**src/rtl/wrb_pkg.sv**
```systemverilog
package wrb_pkg;
  typedef struct packed {
    logic rd_lo;
    logic rd_hi;
    logic wr_lo;
    logic wr_hi;
  } wrb_acc_t;
endpackage

```
**src/rtl/wrb_decode.sv**
```systemverilog
module wrb_decode
  import wrb_pkg::*;
#(
  parameter int NREG = 4,
  localparam int IW = $clog2(NREG),
  localparam int AW = IW + 1
) (
  input  logic [AW-1:0] addr,
  input  logic          rd,
  input  logic          wr,
  output wrb_acc_t      acc,
  output logic [IW-1:0] idx
);
  logic rd_eff;

  // write wins a collision; the read is dropped
  assign rd_eff    = rd & ~wr;
  assign idx       = addr[AW-1:1];
  assign acc.rd_lo = rd_eff & ~addr[0];
  assign acc.rd_hi = rd_eff &  addr[0];
  assign acc.wr_lo = wr & ~addr[0];
  assign acc.wr_hi = wr &  addr[0];
endmodule

```
**src/rtl/wrb_hold.sv**
```systemverilog
module wrb_hold
  import wrb_pkg::*;
#(
  parameter int DW = 8
) (
  input  logic          clk,
  input  logic          rst,
  input  wrb_acc_t      acc,
  input  logic [DW-1:0] wdata,
  input  logic [DW-1:0] live_hi,
  output logic [DW-1:0] temp_q
);
  always_ff @(posedge clk) begin
    if (rst)             temp_q <= '0;
    else if (acc.wr_hi)  temp_q <= wdata;
    else if (acc.rd_lo)  temp_q <= live_hi;
  end

  a_r8_temp_reset: assert property (@(posedge clk) rst |=> temp_q == '0);
  a_r1_temp_from_write: assert property (@(posedge clk) disable iff (rst)
    acc.wr_hi |=> temp_q == $past(wdata));
  a_r3_temp_snapshot: assert property (@(posedge clk) disable iff (rst)
    acc.rd_lo |=> temp_q == $past(live_hi));
  a_r6_temp_kept: assert property (@(posedge clk) disable iff (rst)
    (!acc.wr_hi && !acc.rd_lo) |=> $stable(temp_q));
endmodule

```
**src/rtl/wrb_cnt_arb.sv**
```systemverilog
module wrb_cnt_arb #(
  parameter int RW = 16
) (
  input  logic          clk,
  input  logic          rst,
  input  logic          cpu_wr,
  input  logic [RW-1:0] cpu_val,
  input  logic          clr,
  input  logic          step,
  input  logic [RW-1:0] live,
  output logic          load,
  output logic [RW-1:0] load_val
);
  always_ff @(posedge clk) begin
    if (rst) begin
      load     <= 1'b0;
      load_val <= '0;
    end else begin
      load <= cpu_wr | clr | step;
      if (cpu_wr)     load_val <= cpu_val;
      else if (clr)   load_val <= '0;
      else if (step)  load_val <= live + RW'(1);
    end
  end

  a_r7_cpu_wins: assert property (@(posedge clk) disable iff (rst)
    (cpu_wr && (clr || step)) |=> (load && load_val == $past(cpu_val)));
  a_r7_clear_over_step: assert property (@(posedge clk) disable iff (rst)
    (!cpu_wr && clr) |=> (load && load_val == '0));
  a_r7_idle_no_load: assert property (@(posedge clk) disable iff (rst)
    (!cpu_wr && !clr && !step) |=> !load);
endmodule

```
**src/rtl/wide_reg_bridge.sv**
```systemverilog
module wide_reg_bridge
  import wrb_pkg::*;
#(
  parameter int              DW        = 8,
  parameter int              NREG      = 4,
  parameter int              CNT_IDX   = 0,
  parameter logic [NREG-1:0] HI_DIRECT = NREG'(6),
  localparam int             RW        = 2 * DW,
  localparam int             IW        = $clog2(NREG),
  localparam int             AW        = IW + 1
) (
  input  logic               clk,
  input  logic               rst,
  input  logic [AW-1:0]      bus_addr,
  input  logic [DW-1:0]      bus_wdata,
  input  logic               bus_rd,
  input  logic               bus_wr,
  input  logic [NREG*RW-1:0] live_vals,
  input  logic               tmr_clr,
  input  logic               tmr_step,
  output logic [DW-1:0]      bus_rdata,
  output logic [NREG-1:0]    commit_stb,
  output logic [RW-1:0]      commit_val,
  output logic               cnt_load,
  output logic [RW-1:0]      cnt_load_val
);
  wrb_acc_t      acc;
  logic [IW-1:0] idx;
  logic [DW-1:0] temp_q;
  logic [DW-1:0] lo_b [NREG];
  logic [DW-1:0] hi_b [NREG];
  logic [DW-1:0] hi_rd [NREG];
  logic [DW-1:0] sel_lo, sel_hi_live, sel_hi_rd;
  logic          cnt_wr;

  wrb_decode #(.NREG(NREG)) u_dec (
    .addr(bus_addr), .rd(bus_rd), .wr(bus_wr), .acc(acc), .idx(idx)
  );

  generate
    for (genvar i = 0; i < NREG; i++) begin : g_reg
      assign lo_b[i] = live_vals[i*RW +: DW];
      assign hi_b[i] = live_vals[i*RW+DW +: DW];
      if (HI_DIRECT[i]) begin : g_direct
        assign hi_rd[i] = hi_b[i];
      end else begin : g_staged
        assign hi_rd[i] = temp_q;
      end
      always_ff @(posedge clk) begin
        if (rst) commit_stb[i] <= 1'b0;
        else     commit_stb[i] <= acc.wr_lo && (idx == IW'(i));
      end
    end
  endgenerate

  assign sel_lo      = lo_b[idx];
  assign sel_hi_live = hi_b[idx];
  assign sel_hi_rd   = hi_rd[idx];

  wrb_hold #(.DW(DW)) u_hold (
    .clk(clk), .rst(rst), .acc(acc), .wdata(bus_wdata),
    .live_hi(sel_hi_live), .temp_q(temp_q)
  );

  always_ff @(posedge clk) begin
    if (rst) begin
      bus_rdata  <= '0;
      commit_val <= '0;
    end else begin
      if (acc.rd_lo)      bus_rdata <= sel_lo;
      else if (acc.rd_hi) bus_rdata <= sel_hi_rd;
      if (acc.wr_lo)      commit_val <= {temp_q, bus_wdata};
    end
  end

  assign cnt_wr = acc.wr_lo && (idx == IW'(CNT_IDX));

  wrb_cnt_arb #(.RW(RW)) u_arb (
    .clk(clk), .rst(rst), .cpu_wr(cnt_wr), .cpu_val({temp_q, bus_wdata}),
    .clr(tmr_clr), .step(tmr_step),
    .live(live_vals[CNT_IDX*RW +: RW]),
    .load(cnt_load), .load_val(cnt_load_val)
  );

  a_r2_commit_onehot: assert property (@(posedge clk) disable iff (rst)
    $onehot0(commit_stb));
  a_r2_low_write_commits: assert property (@(posedge clk) disable iff (rst)
    (bus_wr && !bus_addr[0]) |=> ($countones(commit_stb) == 1));
  a_r1_high_write_silent: assert property (@(posedge clk) disable iff (rst)
    (bus_wr && bus_addr[0]) |=> (commit_stb == '0));
  a_r10_collide_holds_rdata: assert property (@(posedge clk) disable iff (rst)
    (bus_rd && bus_wr) |=> $stable(bus_rdata));
endmodule

```
**config.mk**
```make
export PLATFORM = sky130hd
export DESIGN_NAME = wide_reg_bridge
export DESIGN_NICKNAME = d
export VERILOG_FILES = /design/src/rtl/wrb_pkg.sv /design/src/rtl/wrb_decode.sv /design/src/rtl/wrb_hold.sv /design/src/rtl/wrb_cnt_arb.sv /design/src/rtl/wide_reg_bridge.sv
export SDC_FILE = /design/constraint.sdc
export NUM_CORES = 1
export LEC_CHECK = 0
export BUFFER_PORTS_ARGS = -buffer_cell sky130_fd_sc_hd__buf_4
export CORE_MARGIN = 2
export CORE_UTILIZATION = 33
export DETAILED_ROUTE_END_ITERATION = 8
export PLACE_DENSITY = 0.68
export SYNTH_ARGS = -nofsm -noshare
export SYNTH_HDL_FRONTEND = slang
export SYNTH_SLANG_ARGS = --single-unit
```
**constraint.sdc**
```tcl
create_clock -name clk -period 1.4 [get_ports clk]
set_input_delay 0.07 -clock clk [delete_from_list [all_inputs] [get_ports clk]]
set_output_delay 0.07 -clock clk [all_outputs]
set_load 0.02 [all_outputs]
```
# Word level (Yosys, flattened, before mapping)
# Index checks and enable logic that the tools add are counted.
totals:
  ff_bits: 53
  in_bits: 81
  out_inout_bits: 45
  elab_cells: 48
op_classes:
  add_sub_neg: 1
  order_cmp: 1
  n_eq_ne: 3
  muxes: 16
  bitwise: 10
  n_reduce_logical: 8
ops:
  columns: ["cell", "n"]
  rows:
  - ["$mux 8", 10]
  - ["$bmux 8 s2", 3]
  - ["$mux 16", 3]
  - ["$add 16x1->16 const B", 1]
  - ["$and 1x1->1", 5]
  - ["$eq 2x2->1 const B", 2]
  - ["$logic_and 1x1->1", 4]
  - ["$reduce_bool 2->1", 2]
  - ["$ge 3x3->1 const B", 1]
  - ["$not 2->3", 1]
  - ["$reduce_bool 3->1", 1]
  - ["$eq 2x1->1 const B", 1]
  - ["$logic_not 2->1", 1]
  - ["$not 1->1", 2]
  - ["$or 1x1->1", 2]

# Logic depth before layout (Yosys ltp)
logic_depth:
  ltp_word: 6
  mapped_depth: 7
  mapped_depth_nobuf: 6

# By module
# A second synthesis with hierarchy kept.
unflattened:
  cells_unflattened: 348
  hier_area_um2: 3218.1
modules_own_cells:
  columns: ["mod", "instances", "cells_each", "area_per_inst_um2", "seq_area_each_um2"]
  rows:
  - ["wide_reg_bridge", 1, 168, 1714.1, 560.5]
  - ["wrb_cnt_arb", 1, 139, 1086.0, 340.3]
  - ["wrb_hold", 1, 35, 369.1, 160.2]
  - ["wrb_decode", 1, 6, 48.8, 0.0]

# Worst setup path after synthesis
# Ideal clock, no wire load.
synth_path:
  path_type: "input port to flip-flop"
  startpoint: "input bus_addr[1]"
  endpoint: "register bus_rdata[7]"
  setup_ps: 117
  t_arrival_ps: 1120
  t_required_ps: 1283
  path_slack_ps: 163
  cell_stages: 5
  n_path_buf: 1
  cell_sequence: "buf_4 -> mux4_2 -> nor2_1 -> a31oi_1 -> a22o_1"
synth_via:
  elab_chain_len: 6
synth_lines:
  columns: ["item", "line", "source"]
  rows:
  - ["from (decl)", "wide_reg_bridge.sv:14", "input logic [AW-1:0] bus_addr,"]
  - ["$not 2->3 (implied by the code) *", "wide_reg_bridge.sv:56, wide_reg_bridge.sv:58", null]
  - ["$bmux 8 s2", "wide_reg_bridge.sv:58", "assign sel_hi_rd = hi_rd[idx];"]
  - ["$mux 8 (implied by the code) (2 in series)", "wide_reg_bridge.sv:58", null]
  - ["$mux 8", "wide_reg_bridge.sv:71", "else if (acc.rd_hi) bus_rdata <= sel_hi_rd;"]
  - ["$mux 8 *", "wide_reg_bridge.sv:70", "if (acc.rd_lo) bus_rdata <= sel_lo;"]
  - ["to (signal assigned)", "wide_reg_bridge.sv:70", null]
  - ["to (signal assigned)", "wide_reg_bridge.sv:71", null]
  - ["to (decl)", "wide_reg_bridge.sv:21", "output logic [DW-1:0] bus_rdata,"]
# Every way passes the cells marked *; elsewhere a longest branch is shown, timed or not. The select of a mux whose other input is x is not followed.
# A chain may end at the register's enable or synchronous reset.

# Worst setup path in the final report
layout_path:
  startpoint: "input live_vals[8]"
  endpoint: "register u_arb.load_val[15]"
layout_via:
  elab_chain_len: 4
layout_lines:
  columns: ["item", "line", "source"]
  rows:
  - ["from (decl)", "wide_reg_bridge.sv:18", "input logic [NREG*RW-1:0] live_vals,"]
  - ["$add 16x1->16", "wrb_cnt_arb.sv:22", "else if (step) load_val <= live + RW'(1);"]
  - ["$mux 16", "wrb_cnt_arb.sv:22", null]
  - ["$mux 16", "wrb_cnt_arb.sv:21", "else if (clr) load_val <= '0;"]
  - ["$mux 16", "wrb_cnt_arb.sv:20", "if (cpu_wr) load_val <= cpu_val;"]
  - ["to (signal assigned)", "wrb_cnt_arb.sv:20", null]
  - ["to (signal assigned)", "wrb_cnt_arb.sv:22", null]
  - ["to (decl)", "wrb_cnt_arb.sv:12", "output logic [RW-1:0] load_val"]
# No other way between the ends. The select of a mux whose other input is x is not followed.

==> flow_results.org <==
** Setup path
- Master of the slowest instance on the critical path :: nor4_2
- Biggest fanout along the worst timing path :: 7
- The setup check on the worst reg-to-reg path leaves a slack of 420 ps.
- Launch point of the worst reg-to-reg path :: u_arb.load_val[0]
- Worst path bufs/invs :: 1
- Required time reported for the critical path endpoint :: 1600 ps
- CP endpoint kind :: flip-flop
- STA puts the critical path data arrival time at 1320 ps.
- The critical path in this run is classified as input pin to flip-flop.
- The kind of cell with the highest combined delay along the critical path is simple AND/OR/NAND/NOR gates.
- CP Launch Type :: input pin
- Worst r2r path cells :: 4
- Endpoint of the lowest-slack register-to-register path :: u_arb.load_val[0]
- Peak per-stage delay on the critical path :: 420 ps
- Worst-path cell chain :: buf_4, nand4_4, nor4_2, xor2_1, a221oi_1, nor3_2

** Timing
- Final period utilization :: 80.4%
- Based on the critical path, the design can be clocked at up to 888 MHz.
- The worst path needs 1130 ps of the cycle, external delays included.
- Maximum clock skew at final layout :: 2.70 ps
- Count of final hold-check violations :: 0
- Measured against its own limit, the worst slew margin works out to 57.2%.
- Setup violations remaining at the end of the flow were counted as 0.
- Worst hold slack :: 34.7 ps
- Setup repair after global routing missed its margin :: no
- Pin slew with the least headroom to its limit :: 639 ps
- Max Transition Viols Final :: 0

** Yosys
- Number of synthesized register bits :: 53
- Area of the mapped netlist :: 0.00284 mm2
- Summing the areas of all fa, ha and maj instances in the mapped netlist gives 0.441% of the synthesized area.
- Sequential elements use 37.4% of the synthesized area.
- Multiplexer cells account for 6.70% of the synthesized area.
- Combinational family with the most area after synthesis :: simple AND/OR/NAND/NOR gates
- Summing the areas of all and, or, nand and nor instances in the mapped netlist gives 27.8% of the synthesized area.
- Synthesized Nets :: 425
- The synthesized netlist devotes 3.70% of its cell area to XOR and XNOR gates.
- Number of distinct library cells after synthesis :: 42
- In the synthesized netlist, the number of instances is 343.
- A synthesized cell averages 8.28 um2.
- Summing the areas of all compound-gate instances in the mapped netlist gives 19.7% of the synthesized area.
- Synth warnings :: 0

** Route
- Via count normalized by instance count :: 5.39
- In this run, the number of DRC markers left after iteration 0 of detailed routing was 189.
- For this run, design rule violations remaining after detail routing come to 0.
- Wires add up to 10.3 mm.
- The first detailed-routing pass took 5 iterations.
- Detail-routed net length per standard cell :: 17.7 um
- Vias :: 3,120
- Post-DRT Antenna Nets :: 0

** Place
- Input and output buffers added on the ports amount to 125.
- Weighted congestion reported at the end of routability-driven placement :: 0.875
- Once detailed placement completed, the half-perimeter wirelength came to 8.05 mm.

** Layout
- Most common cell after layout, fill and taps aside :: buf_4
- Fill cells in the final layout number 810.
- Fraction of final layout cells with drive strength greater than 1 :: 37.1%
- Number of nets at the end of the flow :: 556
- Relative to the synthesized area, the layout overhead comes to 43.6%.
- Diodes inserted :: 0
- In the layout the commonest cells are buf_4, nand2_1, dfxtp_1, a21oi_1, nor2_1.

** Floorplan
- Once the floorplan was initialized, standard cells occupied 34.2% of the core.
- During I/O placement, the number of pins put on the boundary was 126.
- The floorplan step defined a core boundary enclosing 0.00830 mm2.
- Area of the die :: 0.00936 mm2
- Die Span X :: 96.8 um
- The initialized floorplan defines 33 standard-cell rows.
- Measured along the y axis, the die boundary spans 96.8 um.

** Power
- IR analysis of the VDD net gives a maximum drop of 0.000446 V.
- Total power after layout :: 3.47 mW
- In this run the static leakage power is 1.72 nW.
- Areal power density over the cells :: 850 mW/mm2

** Global route
- Vias in the first global route :: 3,036
- Global-route total usage across every layer :: 21.7%
- Initial antenna violation count :: 0
- The first global-routing pass estimated 16.2 mm of wire.
- Largest net degree at the start of global routing :: 21
- Global routing finished with a remaining overflow of 0.

** CTS
- Number of clock sinks seen by CTS :: 53
- The H-tree was split into 2 levels.
- Hold repair after CTS inserted 0 buffers.
- The longest clock path from root to sink contains 2 buffers.
- In this run the clock root is driven by a clkbuf_8.
- CTS Buf Count :: 5
- Clock latency at the later pin of the worst-skew pair :: 310 ps
- Once the clock tree was built, the resizer swapped 0 gates to a different size.
- Clock-pin slew was measured on the worst setup and hold paths at 90 ps.
- CTS tree :: built
- In this run the post-CTS setup repair buffer count came out at 0.

** Outcome
- The run finished with clean final reports.

** Job
- Number of max-capacitance violations reported :: 0

** Worst hold path
- Worst hold path startpoint :: bus_wdata[6]
- Hold EP :: commit_val[6]
- Worst hold path cell count :: 3
- The tightest min-delay check is of the input pin to flip-flop type.
flip-flops by register name, summed over array words and instances (netlist names):
| register | count |
|---|---|
| bus_rdata | 8 |
| commit_stb | 4 |
| commit_val | 16 |
| u_arb.load | 1 |
| u_arb.load_val | 16 |
| u_hold.temp_q | 8 |
cell usage after synthesis:
library cell | n | area [um2]
clkbuf_1 | 13 | 48.8
a32o_1 | 1 | 10.0
nor2_1 | 28 | 105
o21ai_0 | 1 | 5.00
nor3_4 | 1 | 16.3
o21a_1 | 1 | 7.51
buf_4 | 2 | 15.0
a22o_1 | 8 | 70.1
xnor2_1 | 3 | 26.3
nand2b_1 | 3 | 18.8
buf_2 | 7 | 35.0
nor4_2 | 4 | 50.1
nor3_1 | 17 | 85.1
a2111oi_0 | 1 | 8.76
nor3_2 | 4 | 40.0
a31oi_1 | 8 | 50.1
a221oi_1 | 8 | 70.1
mux2i_1 | 1 | 10.0
nor4_1 | 1 | 6.26
ha_1 | 1 | 12.5
dfxtp_1 | 53 | 1060
o21bai_1 | 1 | 7.51
inv_1 | 4 | 15.0
a21oi_1 | 34 | 170
nor2_2 | 2 | 12.5
mux4_2 | 8 | 180
nor2b_1 | 3 | 18.8
or3_1 | 1 | 6.26
and3_1 | 3 | 18.8
buf_1 | 2 | 7.51
nand3_1 | 13 | 65.1
nand4_4 | 2 | 42.5
or2_1 | 1 | 6.26
o211ai_1 | 8 | 60.1
a22oi_1 | 8 | 60.1
xor2_1 | 9 | 78.8
nand2_1 | 61 | 229
a211oi_1 | 3 | 22.5
o21ai_1 | 2 | 10.0
nand4_1 | 10 | 62.6
and2_1 | 1 | 6.26
o31a_1 | 1 | 8.76
kinds of logic after synthesis:
group	Yosys count
simple gates	155
compound gates	85
flops	53
buf+inv	28
xor+xnor	12
mux	9
fa+ha+maj	1
worst max path at each step:
stage / from / to / cells past startpoint
after floorplan: bus_addr[1] / bus_rdata[7] / 5
after global placement: live_vals[8] / u_arb.load_val[15] / 6
after detailed placement: live_vals[8] / u_arb.load_val[15] / 6
after CTS: live_vals[8] / u_arb.load_val[15] / 6
after global routing: bus_wr / u_arb.load_val[7] / 6
final: live_vals[8] / u_arb.load_val[15] / 6
worst min-delay path: cells and delay by family:
family	cells	cell delay, ps
buffers and inverters	1	130
AND/OR/NAND/NOR	1	50
AO/OA/AOI/OAI	1	50
power breakdown:
| part | total [mW] | switching (mW) | internal, mW |
|---|---|---|---|
| registers | 1.65 | 0.0632 | 1.59 |
| logic | 0.924 | 0.485 | 0.439 |
| clock network | 0.892 | 0.500 | 0.392 |
through the flow:
stage          area [um2]  cells  worst slack (ps)  utilization (%)  setup TNS, ps
6_report             4080    579               274             49.1              0
4_1_cts              4080    579               303             49.1              0
5_1_grt              4080    579               113             49.1              0
3_5_place_dp         3990    572             -21.0             48.1          -39.1
3_3_place_gp         3990    572             -6.75             48.1          -6.75
2_1_floorplan        2840    343               163                -              0
final cells by class:
class | count | area (um2) | share of cell area, %
flip-flops and latches | 53 | 1060 | 26.0
multi-input cells | 262 | 1660 | 40.6
clock inverters | 1 | 7.51 | 0.184
clock buffers | 6 | 82.6 | 2.02
repair buffers | 148 | 1120 | 27.5
inverters | 4 | 15.0 | 0.368
well taps | 105 | 131 | 3.22
metal layers:
metal | vias up | GRT usage, % | share of wire [%] | routed length, um
met3 | 14 | 4.70 | 7.0 | 723
met5 | - | 0 | 0 | 0
li1 | 1511 | - | - | -
met2 | 121 | 36.2 | 49 | 5000
met4 | 0 | 5.53 | 1.8 | 189
met1 | 1474 | 28.6 | 43 | 4370
Power figures use the tool's default switching activity.
